### config.mk
export PLATFORM = sky130hd
export DESIGN_NAME = serial_mux_ctl
export DESIGN_NICKNAME = d
export VERILOG_FILES = /design/src/rtl/mux_sel_pkg.sv /design/src/rtl/ser_frontend.sv /design/src/rtl/word_decoder.sv /design/src/rtl/bank_reg.sv /design/src/rtl/serial_mux_ctl.sv
export SDC_FILE = /design/constraint.sdc
export NUM_CORES = 1
export LEC_CHECK = 0
export ABC_AREA = 1
export BUFFER_PORTS_ARGS = -buffer_cell sky130_fd_sc_hd__buf_4
export CAP_MARGIN = 15
export CORE_ASPECT_RATIO = 1.25
export CORE_MARGIN = 3
export CORE_UTILIZATION = 50
export DETAILED_ROUTE_END_ITERATION = 8
export GPL_TIMING_DRIVEN = 0
export PLACE_DENSITY = 0.75
export SLEW_MARGIN = 0
export SYNTH_ARGS = -nofsm -noshare
export SYNTH_HDL_FRONTEND = slang
export SYNTH_SLANG_ARGS = --single-unit
### constraint.sdc
create_clock -name clk -period 1.4 [get_ports clk]
set_input_delay 0.28 -clock clk [delete_from_list [all_inputs] [get_ports clk]]
set_output_delay 0.28 -clock clk [all_outputs]
set_load 0.005 [all_outputs]
### src/rtl/mux_sel_pkg.sv
package mux_sel_pkg;

    typedef enum logic [1:0] {
        ST_IDLE   = 2'd0,
        ST_SHIFT  = 2'd1,
        ST_COMMIT = 2'd2,
        ST_HOLD   = 2'd3
    } ser_state_e;

    localparam int WORD_W   = 8;
    localparam int EN_BIT   = 7;
    localparam int SELA_BIT = 6;
    localparam int SELB_BIT = 5;

endpackage

### src/rtl/ser_frontend.sv
module ser_frontend
    import mux_sel_pkg::*;
#(
    parameter int W = WORD_W
) (
    input  logic             clk,
    input  logic             rst_n,
    input  logic             frame_n,
    input  logic             sclk,
    input  logic             sdata,
    output logic [W-1:0]     word,
    output logic             commit,
    output ser_state_e       state
);

    localparam int CNT_W = $clog2(W + 1);
    localparam logic [CNT_W-1:0] LAST = CNT_W'(W - 1);

    ser_state_e       nxt;
    logic             sclk_q;
    logic             fall;
    logic             last_edge;
    logic [W-1:0]     shreg;
    logic [CNT_W-1:0] cnt;

    assign fall      = sclk_q && !sclk;
    assign last_edge = (state == ST_SHIFT) && fall && (cnt == LAST);
    assign commit    = (state == ST_COMMIT);

    // state register
    always_ff @(posedge clk or negedge rst_n) begin
        if (!rst_n) state <= ST_IDLE;
        else        state <= nxt;
    end

    // next state
    always_comb begin
        nxt = state;
        unique case (state)
            ST_IDLE:   if (!frame_n)  nxt = ST_SHIFT;
            ST_SHIFT:  if (last_edge) nxt = ST_COMMIT;
            ST_COMMIT:                nxt = ST_HOLD;
            ST_HOLD:   if (frame_n)   nxt = ST_IDLE;
            default:                  nxt = ST_IDLE;
        endcase
    end

    // shift path and edge counter
    always_ff @(posedge clk or negedge rst_n) begin
        if (!rst_n) begin
            sclk_q <= 1'b0;
            shreg  <= '0;
            cnt    <= '0;
            word   <= '0;
        end else begin
            sclk_q <= sclk;
            if (state == ST_IDLE) begin
                cnt <= '0;
            end else if (state == ST_SHIFT && fall) begin
                shreg <= {shreg[W-2:0], sdata};
                cnt   <= cnt + 1'b1;
                if (cnt == LAST) word <= {shreg[W-2:0], sdata};
            end
        end
    end

endmodule

### src/rtl/word_decoder.sv
module word_decoder
    import mux_sel_pkg::*;
#(
    parameter bit DUAL_BANK = 1'b1,
    parameter int CH_A      = 16,
    parameter int CH_B      = 16
) (
    input  logic [WORD_W-1:0] word,
    output logic              upd_a,
    output logic              upd_b,
    output logic [CH_A-1:0]   nxt_a,
    output logic [CH_B-1:0]   nxt_b
);

    localparam int ADDR_W = $clog2(CH_A);

    logic              all_off;
    logic [ADDR_W-1:0] addr;

    assign all_off = word[EN_BIT];
    assign addr    = word[ADDR_W-1:0];
    assign upd_a   = !word[SELA_BIT];

    for (genvar i = 0; i < CH_A; i++) begin : g_chan_a
        assign nxt_a[i] = !all_off && (addr == ADDR_W'(i));
    end

    if (DUAL_BANK) begin : g_dual
        assign upd_b = !word[SELB_BIT];
        for (genvar j = 0; j < CH_B; j++) begin : g_chan_b
            assign nxt_b[j] = !all_off && (addr == ADDR_W'(j));
        end
    end else begin : g_single
        assign upd_b = 1'b0;
        assign nxt_b = '0;
    end

endmodule

### src/rtl/bank_reg.sv
module bank_reg #(
    parameter int CH = 16
) (
    input  logic          clk,
    input  logic          rst_n,
    input  logic          load,
    input  logic [CH-1:0] nxt,
    output logic [CH-1:0] q
);

    always_ff @(posedge clk or negedge rst_n) begin
        if (!rst_n)    q <= '0;
        else if (load) q <= nxt;
    end

endmodule

### src/rtl/serial_mux_ctl.sv
module serial_mux_ctl
    import mux_sel_pkg::*;
#(
    parameter bit DUAL_BANK = 1'b1,
    parameter int CH_A      = DUAL_BANK ? 16 : 32,
    parameter int CH_B      = 16
) (
    input  logic            clk,
    input  logic            rst_n,
    input  logic            frame_n,
    input  logic            sclk,
    input  logic            sdata,
    output logic [CH_A-1:0] sw_a,
    output logic [CH_B-1:0] sw_b
);

    logic [WORD_W-1:0] word;
    logic              commit;
    ser_state_e        fe_state;
    logic              upd_a;
    logic              upd_b;
    logic [CH_A-1:0]   nxt_a;
    logic [CH_B-1:0]   nxt_b;

    ser_frontend #(.W(WORD_W)) u_fe (
        .clk     (clk),
        .rst_n   (rst_n),
        .frame_n (frame_n),
        .sclk    (sclk),
        .sdata   (sdata),
        .word    (word),
        .commit  (commit),
        .state   (fe_state)
    );

    word_decoder #(.DUAL_BANK(DUAL_BANK), .CH_A(CH_A), .CH_B(CH_B)) u_dec (
        .word  (word),
        .upd_a (upd_a),
        .upd_b (upd_b),
        .nxt_a (nxt_a),
        .nxt_b (nxt_b)
    );

    bank_reg #(.CH(CH_A)) u_bank_a (
        .clk   (clk),
        .rst_n (rst_n),
        .load  (commit && upd_a),
        .nxt   (nxt_a),
        .q     (sw_a)
    );

    if (DUAL_BANK) begin : g_bank_b
        bank_reg #(.CH(CH_B)) u_bank_b (
            .clk   (clk),
            .rst_n (rst_n),
            .load  (commit && upd_b),
            .nxt   (nxt_b),
            .q     (sw_b)
        );
    end else begin : g_no_bank_b
        assign sw_b = '0;
    end

endmodule

* Word-level counts from Yosys, hierarchy flattened
Index checks and enable logic that the tools add are counted.
Storage, ports and cells: flip-flop bits (word level) 54, input port bits 5, output and inout port bits 32, word-level logic and storage cells 68
Operators by class: add/subtract/negate cells 1, equality and inequality tests 22, muxes and demuxes 6, bitwise gates (word level) 1, reduce and logical (&&, ||, !) cells 31
Operators by type and width (number):
- == test 4 bit (second input constant) | 8
- logical AND 1 bit | 21
- == test 4 x 3 -> 1 bit (second input constant) | 5
- == test 4 x 2 -> 1 bit (second input constant) | 2
- two-way mux 4 bit | 2
- case mux 2 bit (4 select lines) | 1
- two-way mux 2 bit | 3
- AND reduction 3 bit | 2
- adder 4 x 1 -> 4 bit (second input constant) | 1
- == test 2 bit (second input constant) | 2
- == test 4 x 1 -> 1 bit (second input constant) | 1
- zero test 1 bit | 4
- zero test 4 bit | 1
- != test 2 bit (second input constant) | 2
- == test 2 x 1 -> 1 bit (second input constant) | 1
- zero test 2 bit | 1
- != test 2 x 1 -> 1 bit (second input constant) | 1
- AND reduction 2 bit | 1
- nonzero test 2 bit | 1
- NOT 1 bit | 1

* Depth between registers and ports, before layout
Gate-level depths: netlist of run 1.
depth after elaboration 6, gate-level depth with buffers 9, gate-level depth less buffers 9

* By module
Synthesis of run 1 repeated with hierarchy kept, for this count alone.
Second synthesis, totals: cells, all modules 293, area, all modules 2587.5 um^2
By module, submodules not included:
- bank_reg | times used 2, cells an instance 68, area an instance 644.4 um^2, sequential area each 400.4 um^2
- ser_frontend | times used 1, cells an instance 106, area an instance 1042.2 um^2, sequential area each 550.5 um^2
- word_decoder | times used 1, cells an instance 47, area an instance 241.5 um^2, sequential area each 0.0 um^2
- serial_mux_ctl | times used 1, cells an instance 4, area an instance 15.0 um^2, sequential area each 0.0 um^2

* Least setup slack after synthesis of run 1
OpenSTA, ideal clock, no wires.
path type register to register, start point register u_fe.state[1], end point register u_fe.word[3], setup time 0.118 ns, data arrival time 1.229 ns, data required time 1.282 ns, path slack 0.053 ns, stages on the path, launching flop included 9, buffers on the path 1, period minus slack after synthesis 1.347 ns, path through dfrtp_1 > inv_1 > ha_1 > nand2_1 > nor2_2 > nand3_2 > buf_6 > nand2_1 > o21ai_2
Between the ends: word-level cells in the longest chain between the ends 3, elaborated cells on any way between the ends 5, those cells by class eq/ne: 1; bitwise: 1; reduce/logical: 3
RTL lines:
- start: declaration | line ser_frontend.sv:13 | output ser_state_e state
- start signal: assignment | line ser_frontend.sv:33 | else state <= nxt;
- == test 2 x 1 -> 1 bit / zero test 2 bit (equally long branches) | line ser_frontend.sv:59, ser_frontend.sv:57
- logical AND 1 bit / NOT 1 bit (equally long branches)
- AND reduction 3 bit (no source line) *
- end signal: assignment | line ser_frontend.sv:62 | if (cnt == LAST) word <= {shreg[W-2:0], sdata};
- end: declaration | line ser_frontend.sv:11 | output logic [W-1:0] word,
Every way passes the cells marked *; elsewhere a longest branch is shown, timed or not. A chain may end at the register's enable or synchronous reset.

* Worst setup path in the final report of run 1
start point register u_fe.state[1], end point register u_fe.shreg[4]
Between the ends: word-level cells in the longest chain between the ends 3, elaborated cells on any way between the ends 5, those cells by class eq/ne: 1; bitwise: 1; reduce/logical: 3
RTL lines:
- == test 2 x 1 -> 1 bit / zero test 2 bit (equally long branches) | line ser_frontend.sv:59, ser_frontend.sv:57
- logical AND 1 bit / NOT 1 bit (equally long branches)
- AND reduction 2 bit (no source line) *
- end signal: assignment | line ser_frontend.sv:60 | shreg <= {shreg[W-2:0], sdata};
- end: declaration | line ser_frontend.sv:23 | logic [W-1:0] shreg;
Marks and branches as above.

==> results_dict.tcl, run 1 <==
set metrics [dict create \
    status "finished with violations" \
    violations "hold timing, setup timing" \
    track_usage_pct 19.9 \
    rsz0062_at_grt "yes" \
    p_leak_nw 1.49 \
    reg2reg_from "u_fe.state[1]" \
    clk_latency_ns 0.30 \
    synth_edf_count 0 \
    setup_slack_ns -0.0174 \
    tightest_slew_ns 0.659 \
    root_buffer "clkbuf_8" \
    num_vias 1861 \
    crit_family "flip-flops" \
    grt_pass1_vias 1817 \
    yosysTopAreaCell "dfrtp_1" \
    path_buf_inv 2 \
    diodes 0 \
    start_util_pct 53.7 \
    dr.pass1.iters 4 \
    crit_chain "inv_2 -> ha_4 -> nand3b_1 -> nor2_4 -> buf_6 -> nand2_2 -> o21ai_1" \
    holdWs_ns -0.00321 \
    arrival_ns 1.65 \
    relSlewSlack_pct 56.0 \
    clock_sinks 53 \
    hpwl_um 3130 \
    fin_cells 364 \
    dieArea_sq_um 5390 \
    core_sq_um 4230 \
    worstHoldPathType "in2async" \
    drive_gt1_share_pct 36.0 \
    fp.dieH_um 81.4 \
    ys.flop_type "dfrtp_1" \
    antenna_found_initial 0 \
    first_iter_violations 130 \
    regArea_sq_um 1330 \
    cp-startpoint "u_fe.state[1]" \
    ant_nets 0 \
    slew_violations 0 \
    min_period_ns 1.42 \
    dp.cells 339 \
    nNetsFinal 318 \
    yosysMostFrequentCell "nand2_1" \
    grt_start_max_net_pins 54 \
    drt-total-wl_um 5070 \
    worst-endpoint-required_ns 1.63 \
    power.density_nw_per_um2 1480 \
    skew_ns 0.0135 \
    grt_pass1_wl_um 8250 \
    viasPerCell 5.11 \
    synth_area_per_cell_sq_um 9.20 \
    die_w_um 66.3 \
    ys_ff_latch 53 \
    place_ws_ns -0.121 \
    num_rows 26 \
    drv_cap 0 \
    portBuffers 36 \
    cts_buffers 5 \
    path_max_fanout 5 \
    crit_type "reg2reg" \
    hold_viol_final 1 \
    ir_worst_vdd_mv 0.981 \
    cts_tree "done" \
    synth.distinct_cells 22 \
    start_kind "flip-flop" \
    post-route-util_pct 71.9 \
    syn_inst 247 \
    syn_to_final_growth_pct 33.9 \
    post-route-period-util_pct 101 \
    path_clk_slew_ns 0.10 \
    grt_overflow 0 \
    fillers 298 \
    num_io_pins 37 \
    synth_area_sq_um 2270 \
    fmax_mhz 706 \
    multi_input_area_sq_um 935 \
    crit_slowest_cell "dfrtp_1" \
    synthArstFlopShare_pct 100 \
    crit_path_end_kind "flip-flop" \
    hold_buffers 0 \
    htreeDepth 2 \
    netlist_top_cells_count "nand2_1 (93), dfrtp_1 (53), o21ai_1 (22)" \
    synthTopCellsByArea "dfrtp_1 (58%), nand2_1 (15%), o21ai_1 (4.8%), ha_1 (3.3%), inv_1 (2.6%)" \
    setup_viol 5 \
    synth_top_area_share_pct 58.4 \
    wl_per_cell_um 13.9 \
    syn-num-nets 258 \
    gp_congestion 0.773 \
    ys_seq_area_share_pct 58.4 \
    synth_warnings 0 \
    clock_path_buffers 2 \
    drc_errors 0 \
    cp_slowest_stage_delay_ns 0.43 \
]
[report_power, final]
group | switching [mW] | internal (mW)
registers | 0.113 | 1.71
clock network | 0.484 | 0.583
logic | 0.916 | 0.702
total | 1.51 | 2.99
[path summary, 6_finish.rpt]
| path | cells after the start | slack, ns | end |
|---|---|---|---|
| min in group clk | 1 | 0.11 | u_fe.sclk_q |
| max | 7 | -0.02 | u_fe.shreg[4] |
| max in group asynchronous | 1 | 0.93 | u_fe.state[0] |
| min reg2reg | 2 | 0.48 | u_fe.shreg[2] |
| min | 1 | -0.003 | g_bank_b.u_bank_b.q[15] |
| max reg2reg | 7 | -0.02 | u_fe.shreg[4] |
[cell usage in the layout, fill, tap and decap left out, types with 6 or more instances in the layout]
| cell type | count |
|---|---|
| o21ai_2 | 7 |
| inv_1 | 11 |
| clkbuf_8 | 6 |
| dfrtp_1 | 52 |
| inv_2 | 7 |
| buf_4 | 48 |
| buf_6 | 8 |
| nor2_4 | 6 |
| nand2_1 | 82 |
| o21ai_1 | 28 |
| nor2_1 | 8 |
| nand2_2 | 10 |
[stage by stage]
stage	TNS, ns	total power, mW	cell area [sq um]
finish	-0.0481	4.51	3040
global route	-1.59	4.76	3040
CTS	0	4.28	2920
detailed placement	-3.47	2.85	2610
global placement	-3.14	2.83	2610
floorplan	0	2.54	2270
[worst reg2reg max path, cell delays in order (launching register included)]
cell and delay [ns]:
dfrtp_1 0.43, inv_2 0.11, ha_4 0.17, nand3b_1 0.15, nor2_4 0.21, buf_6 0.15
nand2_2 0.05, o21ai_1 0.08
[registers in the layout (all words and copies together), names as in the netlist]
name,count
g_bank_b.u_bank_b.q,16
u_bank_a.q,16
u_fe.shreg,7
u_fe.word,7
u_fe.cnt,4
u_fe.state,2
u_fe.sclk_q,1
[routing by layer]
layer	up-vias	share of wire (%)	track usage (%)	wire, um
met3	11	3.7	3.46	190
met2	42	51	34.8	2610
met4	0	2.1	7.11	108
met1	909	43	24.7	2170
li1	899	-	-	-
met5	-	0	0	0
[final cells by class]
class / instances / share of cell area (%)
sequential: 53 / 43.6
multi-input combinational: 168 / 30.7
buffer: 6 / 2.22
tap: 56 / 2.30
inverter: 20 / 2.63
clock inverter: 1 / 0.987
clock buffer: 7 / 2.84
timing repair buffer: 53 / 14.6
[kinds of logic after synthesis]
family	count (synthesis)	synth area share, %
buffers and inverters	26	5.01
DFF	53	58.4
and+or+nand+nor	121	23.3
AOI/OAI and AO/OA	41	10.0
adders and majority gates	6	3.30
[timing repair]
action / CTS / global route
gates resized for setup: 24 / 33
pin swaps: 4 / 9
gates cloned: 1 / 1
buffers inserted: 10 / 5
setup endpoints to repair: 50 / 49
Power figures use the tool's default switching activity.
==> inputs of run 2 (changes only) <==
--- a/config.mk
+++ b/config.mk
@@ -5,15 +5,14 @@
 export SDC_FILE = /design/constraint.sdc
 export NUM_CORES = 1
 export LEC_CHECK = 0
-export ABC_AREA = 1
+export ABC_AREA = 0
 export BUFFER_PORTS_ARGS = -buffer_cell sky130_fd_sc_hd__buf_4
-export CAP_MARGIN = 15
 export CORE_ASPECT_RATIO = 1.25
 export CORE_MARGIN = 3
-export CORE_UTILIZATION = 50
+export CORE_UTILIZATION = 49
 export DETAILED_ROUTE_END_ITERATION = 8
 export GPL_TIMING_DRIVEN = 0
-export PLACE_DENSITY = 0.75
+export PLACE_DENSITY = 0.74
 export SLEW_MARGIN = 0
 export SYNTH_ARGS = -nofsm -noshare
 export SYNTH_HDL_FRONTEND = slang
==> run 2 against run 1 <==
  * The run still ends with hold timing, setup timing left
  * Routed wire length shrank 10%
  * Critical path depth is the same
  * Clock power shrank 22%
  * Hold slack lost 0.0016 ns
  * Core utilization shrank 3.5 points
  * Die area shrank 1.1%
  * Total power is essentially flat
  * Final area shrank 5.6%
  * Via count shrank 16%
  * Critical endpoint is now u_fe.word[0]
  * Largest cell class unchanged
==> results_dict.tcl, run 2 <==
set metrics [dict create \
    status "finished with violations" \
    violations "hold timing, setup timing" \
    nNetsFinal 261 \
    start_kind "flip-flop" \
    ys.flop_type "dfrtp_1" \
    fmax_mhz 607 \
    arrival_ns 1.83 \
    synth_edf_count 0 \
    crit_top_cell "buf_6" \
    layout_commonest_cell "dfrtp_1" \
    post-route-period-util_pct 118 \
    crit_slowest_cell "dfrtp_1" \
    dieArea_sq_um 5340 \
    drive_gt1_share_pct 37.8 \
    syn_to_final_growth_pct 30.4 \
    skew_ns 0.0115 \
    crit_chain "buf_6 -> ha_4 -> nand3b_4 -> nor2_4 -> and4b_1 -> buf_6 -> mux2_4" \
    crit_type "reg2reg" \
    path_clk_slew_ns 0.09 \
    stdcell_area_sq_um 2870 \
    clock_path_buffers 2 \
    die_w_um 65.9 \
    path_buf_inv 2 \
    min_period_ns 1.65 \
    ant_nets 0 \
    viasPerCell 5.06 \
    dr.pass1.iters 4 \
    yosysMostFrequentCell "dfrtp_1" \
    num_vias 1554 \
    final_cell_mix "dfrtp_1 (53), buf_4 (48), nand2_1 (46)" \
    antenna_found_initial 0 \
    cts_buffers 5 \
    core_sq_um 4200 \
    worstHoldPathType "in2async" \
    ys_ff_latch 53 \
    p_leak_nw 1.39 \
    wl_per_cell_um 14.8 \
    syn-num-nets 206 \
    rr_worst_depth 7 \
    hold_viol_final 4 \
    root_buffer "clkbuf_8" \
    dp.cells 287 \
    fin_setup_tns_ns -2.67 \
    r2r_setup_slack_ns -0.25 \
    synth_warnings 0 \
    crit_path_end_kind "flip-flop" \
    reg2reg_from "u_fe.state[0]" \
    clock_sinks 53 \
    ys_seq_area_share_pct 60.3 \
    setup_viol 18 \
    htreeDepth 2 \
    synth_top_area_share_pct 60.3 \
    hold_buffers 0 \
    cp_slowest_stage_delay_ns 0.42 \
    diodes 0 \
    cts_tree "done" \
    portBuffers 36 \
    synth_area_per_cell_sq_um 11.3 \
    first_iter_violations 91 \
    biggestRegsByFlops "g_bank_b.u_bank_b.q x16, u_bank_a.q x16" \
    num_io_pins 37 \
    drv_cap 0 \
    num_rows 26 \
    yosysTopAreaCell "dfrtp_1" \
    fp.dieH_um 80.9 \
    path_max_fanout 7 \
    fin_cells 307 \
    worst-endpoint-required_ns 1.59 \
    syn_inst 195 \
    synth_area_sq_um 2200 \
    start_util_pct 52.4 \
    synthArstFlopShare_pct 100 \
    power.density_nw_per_um2 1570 \
    r2r_end "u_fe.word[0]" \
    grt_pass1_wl_um 7280 \
    synth.distinct_cells 26 \
    rsz0062_at_grt "yes" \
    power_mw 4.51 \
    synthTopCellsByArea "dfrtp_1 (60%), nand2_1 (8.0%), o21ai_0 (7.5%), mux2_4 (4.8%), mux2_2 (4.1%)" \
    grt_overflow 0 \
    hpwl_um 3020 \
    clk_latency_ns 0.31 \
    netlist_top_cells_count "dfrtp_1 (53), nand2_1 (47), o21ai_0 (33)" \
    fillers 300 \
    placed_cell_area_sq_um 2560 \
    ir_worst_vdd_mv 1.18 \
    setup_slack_ns -0.247 \
    relSlewSlack_pct 56.5 \
    drt-total-wl_um 4550 \
    grt_start_max_net_pins 54 \
    track_usage_pct 18.2 \
    gp_congestion 0.808 \
    grt_pass1_vias 1537 \
    crit_family "flip-flops" \
    holdWs_ns -0.00482 \
    tightest_slew_ns 0.653 \
    drc_errors 0 \
    place_ws_ns -0.438 \
    slew_violations 0 \
]
-- run 2: worst max-delay path by stage --
stage / from / endpoint / slack, ns / cells after the start
final: u_fe.state[0] / u_fe.word[0] / -0.25 / 7
after floorplan: u_fe.state[1] / u_fe.word[0] / -0.29 / 7
after CTS: u_fe.state[1] / u_fe.word[0] / -0.23 / 7
after global routing: u_fe.state[0] / u_fe.word[0] / -0.30 / 6
after detailed placement: u_fe.state[0] / u_fe.word[0] / -0.44 / 6
after global placement: u_fe.state[0] / u_fe.word[1] / -0.41 / 6
-- run 2: kinds of logic (layout without fill, tap and decap cells) --
logic type | count (synthesis) | count (layout) | synth area share [%]
compound gates | 34 | 34 | 7.73
buf+inv | 10 | 66 | 2.05
mux | 17 | 17 | 9.78
flops | 53 | 53 | 60.3
simple gates | 72 | 72 | 15.6
fa+ha+maj | 6 | 6 | 3.41
xor+xnor | 3 | 3 | 1.19
-- run 2: area by class of cell --
| type | instances | area (sq um) | share of cell area, % |
|---|---|---|---|
| clock buffer | 6 | 72.6 | 2.53 |
| multi-input combinational | 132 | 936 | 32.6 |
| clock inverter | 2 | 15.0 | 0.523 |
| sequential | 53 | 1330 | 46.2 |
| timing repair buffer | 48 | 375 | 13.1 |
| buffer | 7 | 63.8 | 2.22 |
| inverter | 3 | 11.3 | 0.392 |
| tap | 56 | 70.1 | 2.44 |
-- run 2: per-stage QoR --
stage,utilization (%),hold WS [ns]
finish,68.4,-0.00482
global route,68.4,0.0284
CTS,65.3,0.00694
detailed placement,60.9,0.351
global placement,60.9,0.351
floorplan,-,-0.0156
-- run 2: repair_timing --
action,CTS,global route
resized for setup,14,29
endpoints found under the hold margin,0,0
buffers inserted,9,4
pin swaps,5,1
endpoints found under the setup margin,48,51
-- run 2: where the power goes --
group | internal (mW) | total [mW] | switching (mW)
sequential | 1.76 | 1.93 | 0.170
combinational | 0.867 | 1.74 | 0.873
clock | 0.353 | 0.839 | 0.486
-- run 2: routing by layer --
| metal | global-route usage (%) | wire, um | vias to the layer above | share of wire [%] |
|---|---|---|---|---|
| met3 | 4.29 | 208 | 5 | 4.6 |
| met2 | 31.3 | 2470 | 36 | 54 |
| met4 | 8.13 | 69 | 0 | 1.5 |
| li1 | - | - | 759 | - |
| met1 | 21.7 | 1800 | 754 | 40 |
| met5 | 0 | 0 | - | 0 |
